$ cat src/rtl/updn_hold_counter.sv
module updn_hold_counter #(
  parameter int W = 8
) (
  input  logic         clk,
  input  logic         rst_n,
  input  logic         cnt_up,
  input  logic         hold,
  input  logic         halt,
  input  logic [1:0]   src_sel,
  input  logic         reload_mode,
  input  logic [W-1:0] const_word,
  input  logic [W-1:0] adc_word,
  input  logic [W-1:0] spi_word,
  output logic [W-1:0] count,
  output logic         wrap_pulse
);
  localparam logic [W-1:0] TOP = '1;

  logic         primed;
  logic [W-1:0] src_word;
  logic         at_edge;

  assign src_word = (src_sel == 2'd0) ? const_word :
                    (src_sel == 2'd1) ? adc_word : spi_word;
  assign at_edge  = cnt_up ? (count == TOP) : (count == '0);

  always_ff @(posedge clk or negedge rst_n) begin
    if (!rst_n) begin
      count      <= '0;
      wrap_pulse <= 1'b0;
      primed     <= 1'b0;
    end else if (halt || !primed) begin
      count      <= src_word;
      wrap_pulse <= 1'b0;
      primed     <= 1'b1;
    end else if (hold) begin
      wrap_pulse <= 1'b0;
    end else if (at_edge) begin
      count      <= reload_mode ? src_word : '0;
      wrap_pulse <= 1'b1;
    end else begin
      count      <= cnt_up ? count + 1'b1 : count - 1'b1;
      wrap_pulse <= 1'b0;
    end
  end


  up_step_chk: assert property (@(posedge clk) disable iff (!rst_n)
    (primed && !halt && !hold && cnt_up && count != TOP) |=> (count == $past(count) + 1'b1));


  down_step_chk: assert property (@(posedge clk) disable iff (!rst_n)
    (primed && !halt && !hold && !cnt_up && count != '0) |=> (count == $past(count) - 1'b1));


  hold_freeze_chk: assert property (@(posedge clk) disable iff (!rst_n)
    (primed && !halt && hold) |=> ($stable(count) && !wrap_pulse));


  halt_quiet_chk: assert property (@(posedge clk) disable iff (!rst_n)
    halt |=> !wrap_pulse);


  pulse_origin_chk: assert property (@(posedge clk) disable iff (!rst_n)
    $rose(wrap_pulse) |-> ($past(count) == TOP || $past(count) == '0));
endmodule

$ cat config.mk
export PLATFORM = sky130hd
export DESIGN_NAME = updn_hold_counter
export DESIGN_NICKNAME = d
export VERILOG_FILES = /design/src/rtl/updn_hold_counter.sv
export SDC_FILE = /design/constraint.sdc
export NUM_CORES = 1
export LEC_CHECK = 0
export BUFFER_PORTS_ARGS = -buffer_cell sky130_fd_sc_hd__buf_4
export CAP_MARGIN = 30
export CORE_ASPECT_RATIO = 0.6
export CORE_MARGIN = 2
export CORE_UTILIZATION = 33
export CTS_BUF_LIST = sky130_fd_sc_hd__clkbuf_2
export DETAILED_ROUTE_END_ITERATION = 8
export MAX_ROUTING_LAYER = met4
export PLACE_DENSITY = 0.61
export SLEW_MARGIN = 10
export SYNTH_ARGS = -nofsm -noshare
export SYNTH_HDL_FRONTEND = slang
export SYNTH_SLANG_ARGS = --single-unit
$ cat constraint.sdc
create_clock -name clk -period 2.8 [get_ports clk]
set_input_delay 0.56 -clock clk [delete_from_list [all_inputs] [get_ports clk]]
set_output_delay 0.56 -clock clk [all_outputs]
set_load 0.02 [all_outputs]
==> flow_metrics.tcl, run 1 <==
set metrics [dict create \
    status "complete, no violations" \
    cp-end-kind "flop" \
    cts_setup_buffers 0 \
    overflow 0 \
    drt_first_iter_violations 83 \
    die_x_um 76.12 \
    grt_max_degree 18 \
    grt_antenna_before_repair 0 \
    setup_slack_ps 449.5 \
    cts_buffers 3 \
    synth.top_cell.area_share_pct 24.30 \
    die_area_mm2 0.003598 \
    drv_slew 0 \
    clock_sinks 10 \
    p_leak_nw 0.6456 \
    synth_seq_cells 10 \
    synthFlopType "dfrtp_1" \
    yosysTopAreaCell "dfrtp_1" \
    synth_cells 127 \
    critical_path_required_ps 2970 \
    hold_path_class "input port to asynchronous set/reset pin" \
    min_period_ps 2351 \
    crit_arrival_ps 2520 \
    drc 0 \
    clk_pin_slew_ps 100 \
    drive_gt1_share_pct 32.14 \
    nets 209 \
    setup_viol 0 \
    path_class "input port to flop" \
    tns_ps 0 \
    grtUsageTotal_pct 18.38 \
    met3WireLength_um 192 \
    insertion_delay_ps 260 \
    top_layer "met4" \
    cts_root_buffer "clkbuf_2" \
    grt_pass1_wl_um 4878 \
    dr.pass1.iters 4 \
    syn_to_final_growth_pct 35.60 \
    syn_nets 166 \
    post_drt_via_cell_ratio 5.295 \
    met2_length_um 1308 \
    antenna_cells 0 \
    grt_pass1_vias 1057 \
    avgSynthCellArea_um2 8.108 \
    synthesis.area_mm2 0.001030 \
    vias 1112 \
    grt_setup_unrepaired "false" \
    ant_nets 0 \
    cts_tree "yes" \
    synth_edf_count 0 \
    regArea_um2 250.2 \
    final_common_cell "buf_4" \
    wl_per_cell_um 14.10 \
    synth_cell_types 40 \
    initial_core_util_pct 35.17 \
    rows 15 \
    skew_ps 6.226 \
    m1WireLength_um 1456 \
    synth_area_leaders "dfrtp_1, mux2i_1, ha_1" \
    cp-start-kind "input port" \
    layout_common_cells "buf_4, nand2_1, o21ai_0" \
    n_fill_cell 300 \
    pin_count 41 \
    total_power_mw 0.5935 \
    cts_buffer_depth 2 \
    die_h_um 47.27 \
    max-cap-violations 0 \
    multi_input_area_um2 752.0 \
    hold_viol 0 \
    dpl.hpwl_um 2379 \
    cts_hold_buf 0 \
    ys_async_sr_fraction_pct 100.0 \
    fin_crit_sh_pct 83.95 \
    whs_ps 110.6 \
    coreArea_mm2 0.002928 \
    pre_cts_ws_ps 203.2 \
    yosysWarnings 0 \
    max-vdd-ir-drop_uv 210.0 \
    htree_levels 1 \
    cts_resized 0 \
    seq_area_frac_synth_pct 24.30 \
    port_buffers 40 \
    crit_fanout 8 \
    cellPowerDensity_mw_per_mm2 425.0 \
    fin_util_pct 47.69 \
    finalWirelength_um 2962 \
    finalWeightedCongestion 0.8814 \
    timing.fmax_mhz 425.4 \
]
## routing by layer
layer	up-vias	global-route usage, %
met4	0	2.182
met2	35	30.36
met1	517	23.24
li1	558	-
met5	-	-
met3	2	5.962
## flip-flops by register name, indices dropped and copies added, names as in the netlist
register,cells
count,8
primed,1
wrap_pulse,1
## critical path, stage by stage
cell	delay (ps)
buf_4	130
inv_1	240
ha_1	350
and2_4	180
a221oi_4	290
a211oi_1	130
or4b_1	530
o2111ai_1	110
## kinds of logic (layout without fill, tap and decap cells)
group	Yosys count	in the layout	synth area share [%]
AND/OR/NAND/NOR	49	49	25.03
adder cells (fa/ha/maj)	7	7	9.234
AO/OA/AOI/OAI	42	42	27.83
flip-flops	10	10	24.30
multiplexers	9	9	8.870
buffers and inverters	7	48	2.673
XOR/XNOR	2	2	1.701
other	1	1	0.3642
## final cells by class
cell class	count	area share, %
clock buffer	3	1.075
inverter	3	0.8065
timing repair buffer	42	22.58
multi-input combinational	110	53.85
sequential	10	17.92
tap	42	3.763
## where the power goes
group	total (mW)	leakage [nW]	switching, mW	internal (mW)
registers	0.198	0.121	0.0340	0.164
logic	0.316	0.512	0.163	0.154
clock network	0.0786	0.0125	0.0493	0.0292
## per-stage QoR
| stage | area [um2] | std cells |
|---|---|---|
| 3_3_place_gp | 1381 | 207 |
| 6_report | 1396 | 210 |
| 3_5_place_dp | 1381 | 207 |
| 5_1_grt | 1396 | 210 |
| 2_1_floorplan | 1030 | 127 |
| 4_1_cts | 1396 | 210 |
## final timing paths
kind / startpoint / cells past startpoint / slack (ps) / endpoint
worst max-delay path: cnt_up / 8 / 450 / count[7]
max in group asynchronous: rst_n / 1 / 2540 / count[6]
worst min-delay path: rst_n / 1 / 110 / count[0]
worst min register to register: count[6] / 2 / 650 / count[6]
min in group clk: hold / 2 / 480 / wrap_pulse
worst max register to register: count[4] / 6 / 650 / count[7]
## synth_stat cells, types with 3 or more instances
cell and number:
nand2_1 16, o21ai_0 11, dfrtp_1 10, nor2_1 10, o21ai_1 9, mux2i_1 8, a31oi_1 7, ha_1 6
a211oi_1 3, a21oi_1 3, clkbuf_1 3, inv_1 3, nand2b_1 3, nor4_1 3
No activity file was read; power rests on OpenSTA's default activity.
==> run 2, diff against run 1 <==
--- a/config.mk
+++ b/config.mk
@@ -5,6 +5,7 @@
 export SDC_FILE = /design/constraint.sdc
 export NUM_CORES = 1
 export LEC_CHECK = 0
+export ABC_AREA = 1
 export BUFFER_PORTS_ARGS = -buffer_cell sky130_fd_sc_hd__buf_4
 export CAP_MARGIN = 30
 export CORE_ASPECT_RATIO = 0.6
==> constraint.sdc (replaced) <==
create_clock -name clk -period 2.2 [get_ports clk]
set_input_delay 0.44 -clock clk [delete_from_list [all_inputs] [get_ports clk]]
set_output_delay 0.44 -clock clk [all_outputs]
set_load 0.02 [all_outputs]
==> run 2 against run 1 <==
Global-route usage is 0.55 points higher. Register-to-register slack worse by 130 ps. Area after synthesis shrank 0.36%. Combinational power is 23% higher. Worst hold slack gained 230 ps. Largest power group unchanged. Die area down 0.34%. Via count is 4.5% higher. Clock-buffer cell count is the same. Wire length is 0.47% higher. First-iteration DRC count grew 23%. Flip-flop and latch count unchanged. Synthesized cell count rose by 24%.
==> flow_metrics.tcl, run 2 <==
set metrics [dict create \
    status "complete, no violations" \
    die_x_um 75.99 \
    grt_pass1_vias 1102 \
    grt_pass1_wl_um 5078 \
    coreArea_mm2 0.002909 \
    cts_setup_buffers 0 \
    finalWeightedCongestion 0.7981 \
    antenna_cells 0 \
    synth.top_cell.area_share_pct 24.39 \
    htree_levels 1 \
    nets 240 \
    fin_util_pct 47.66 \
    grt_max_degree 15 \
    fin_crit_sh_pct 80.15 \
    ys_async_sr_fraction_pct 100.0 \
    syn_nets 197 \
    cp-start-kind "input port" \
    cellPowerDensity_mw_per_mm2 530.1 \
    yosysMostFrequentCell "nand2_1" \
    drv_slew 0 \
    hold_viol 0 \
    avgSynthCellArea_um2 6.494 \
    critical_path_required_ps 2360 \
    whs_ps 340.4 \
    drive_gt1_share_pct 28.64 \
    postPlaceCellArea_mm2 0.001361 \
    m1WireLength_um 1507 \
    slowest_stage "ha_1" \
    max_stage_delay_ps 340 \
    largest_register_ffs 8 \
    final_common_cell "buf_4" \
    cts_root_buffer "clkbuf_2" \
    cp_common_cell "nand2_1" \
    synth_area_leaders "dfrtp_1, nand2_1, nor2_1" \
    synth_cell_types 28 \
    p_leak_nw 0.7401 \
    synth_seq_cells 10 \
    insertion_delay_ps 250 \
    dpl.hpwl_um 2426 \
    path_class "input port to flop" \
    drc 0 \
    pin_count 41 \
    total_power_mw 0.7349 \
    path_delay_family "simple AND/OR/NAND/NOR gates" \
    hold_path_class "input port to flop" \
    crit_fanout 7 \
    max-cap-violations 0 \
    cts_tree "yes" \
    met2_length_um 1261 \
    timing.fmax_mhz 567.1 \
    cp-end-kind "flop" \
    drt_first_iter_violations 102 \
    synth.top_cells.by_count "nand2_1, nor2_1, inv_1, nor3_1" \
    syn_to_final_growth_pct 35.12 \
    grt_setup_unrepaired "false" \
    tns_ps 0 \
    synth_cells 158 \
    setup_viol 0 \
    synth_edf_count 0 \
    top_regs "count x8, primed x1, wrap_pulse x1" \
    wl_per_cell_um 12.35 \
    layout_common_cells "buf_4, nand2_1, nor2_1" \
    yosysWarnings 0 \
    min_period_ps 1763 \
    die_h_um 47.19 \
    rows 15 \
    initial_core_util_pct 35.27 \
    skew_ps 6.612 \
    grt_antenna_before_repair 0 \
    setup_slack_ps 436.8 \
    critPathBufInv 3 \
    cts_resized 0 \
    largest_register "count" \
    vias 1162 \
    seq_area_frac_synth_pct 24.39 \
    port_buffers 40 \
    dp.cells 237 \
    crit_path_cell_trace "buf_4 -> inv_1 -> ha_1 -> a21oi_1 -> nand2_1 -> nand2_1 -> nand3b_1 -> nand3_1 -> nand3_1 -> nand2_1 -> inv_1" \
    synthesis.area_mm2 0.001026 \
    cts_buffers 3 \
    pre_cts_ws_ps 181.8 \
    grtUsageTotal_pct 18.93 \
    clock_sinks 10 \
    clk_pin_slew_ps 100 \
    post_drt_via_cell_ratio 4.822 \
    cts_buffer_depth 2 \
    n_fill_cell 304 \
    dr.pass1.iters 4 \
    top_layer "met3" \
    finalWirelength_um 2976 \
    ant_nets 0 \
    overflow 0 \
    met3WireLength_um 207 \
    yosysTopAreaCell "dfrtp_1" \
    postLayoutCellArea_mm2 0.001386 \
    max-vdd-ir-drop_uv 383.0 \
    crit_arrival_ps 1920 \
    synthFlopType "dfrtp_1" \
    die_area_mm2 0.003586 \
    final_cell_count_no_fill 241 \
]
-- run 2: path summary, 6_finish.rpt --
path / slack (ps) / to / depth (start not counted) / from
min in group asynchronous: 570 / count[7] / 2 / rst_n
min: 340 / wrap_pulse / 2 / hold
max reg2reg: 520 / count[5] / 9 / count[2]
max: 440 / count[5] / 11 / cnt_up
max in group asynchronous: 1480 / count[1] / 2 / rst_n
min reg2reg: 630 / count[7] / 3 / count[7]
-- run 2: cell type report --
type                    count  area [um2]  area share, %
multi-input cells         126       686.9          49.55
repair buffers             41       310.3          22.38
flip-flops and latches     10       250.2          18.05
inverters                  19       71.32          5.144
well taps                  42       52.55          3.791
clock buffers               3       15.01          1.083
-- run 2: cells by family after synthesis --
kind of cell	share of synthesized area, %
compound gates	9.756
xor+xnor	2.561
fa+ha+maj	9.268
buf+inv	8.658
flops	24.39
other cells	0.3655
simple gates	45.00
-- run 2: metal layers --
layer	track usage [%]	up-vias
li1	-	594
met1	24.40	521
met2	31.43	47
met3	5.192	0
met4	2.182	0
met5	-	-
-- run 2: what timing repair did --
| action | in CTS | in global routing |
|---|---|---|
| hold endpoints to repair | 5 | 0 |
| endpoints found under the setup margin | 0 | 0 |
| hold buffers | 1 | 0 |
-- run 2: report_power, final --
group | switching (mW) | internal (mW) | leakage, nW | total [mW]
clock | 0.0624 | 0.0372 | 0.0125 | 0.0996
combinational | 0.219 | 0.170 | 0.610 | 0.389
sequential | 0.0374 | 0.208 | 0.117 | 0.246
-- run 2: worst reg2reg max path: stages (launching register included) --
cell      delay [ps]
dfrtp_1          450
ha_1             360
a21oi_1          170
nand2_1          120
nand2_1          120
nand3b_1          80
nand3_1           80
nand3_1          100
nand2_1           80
inv_1             40
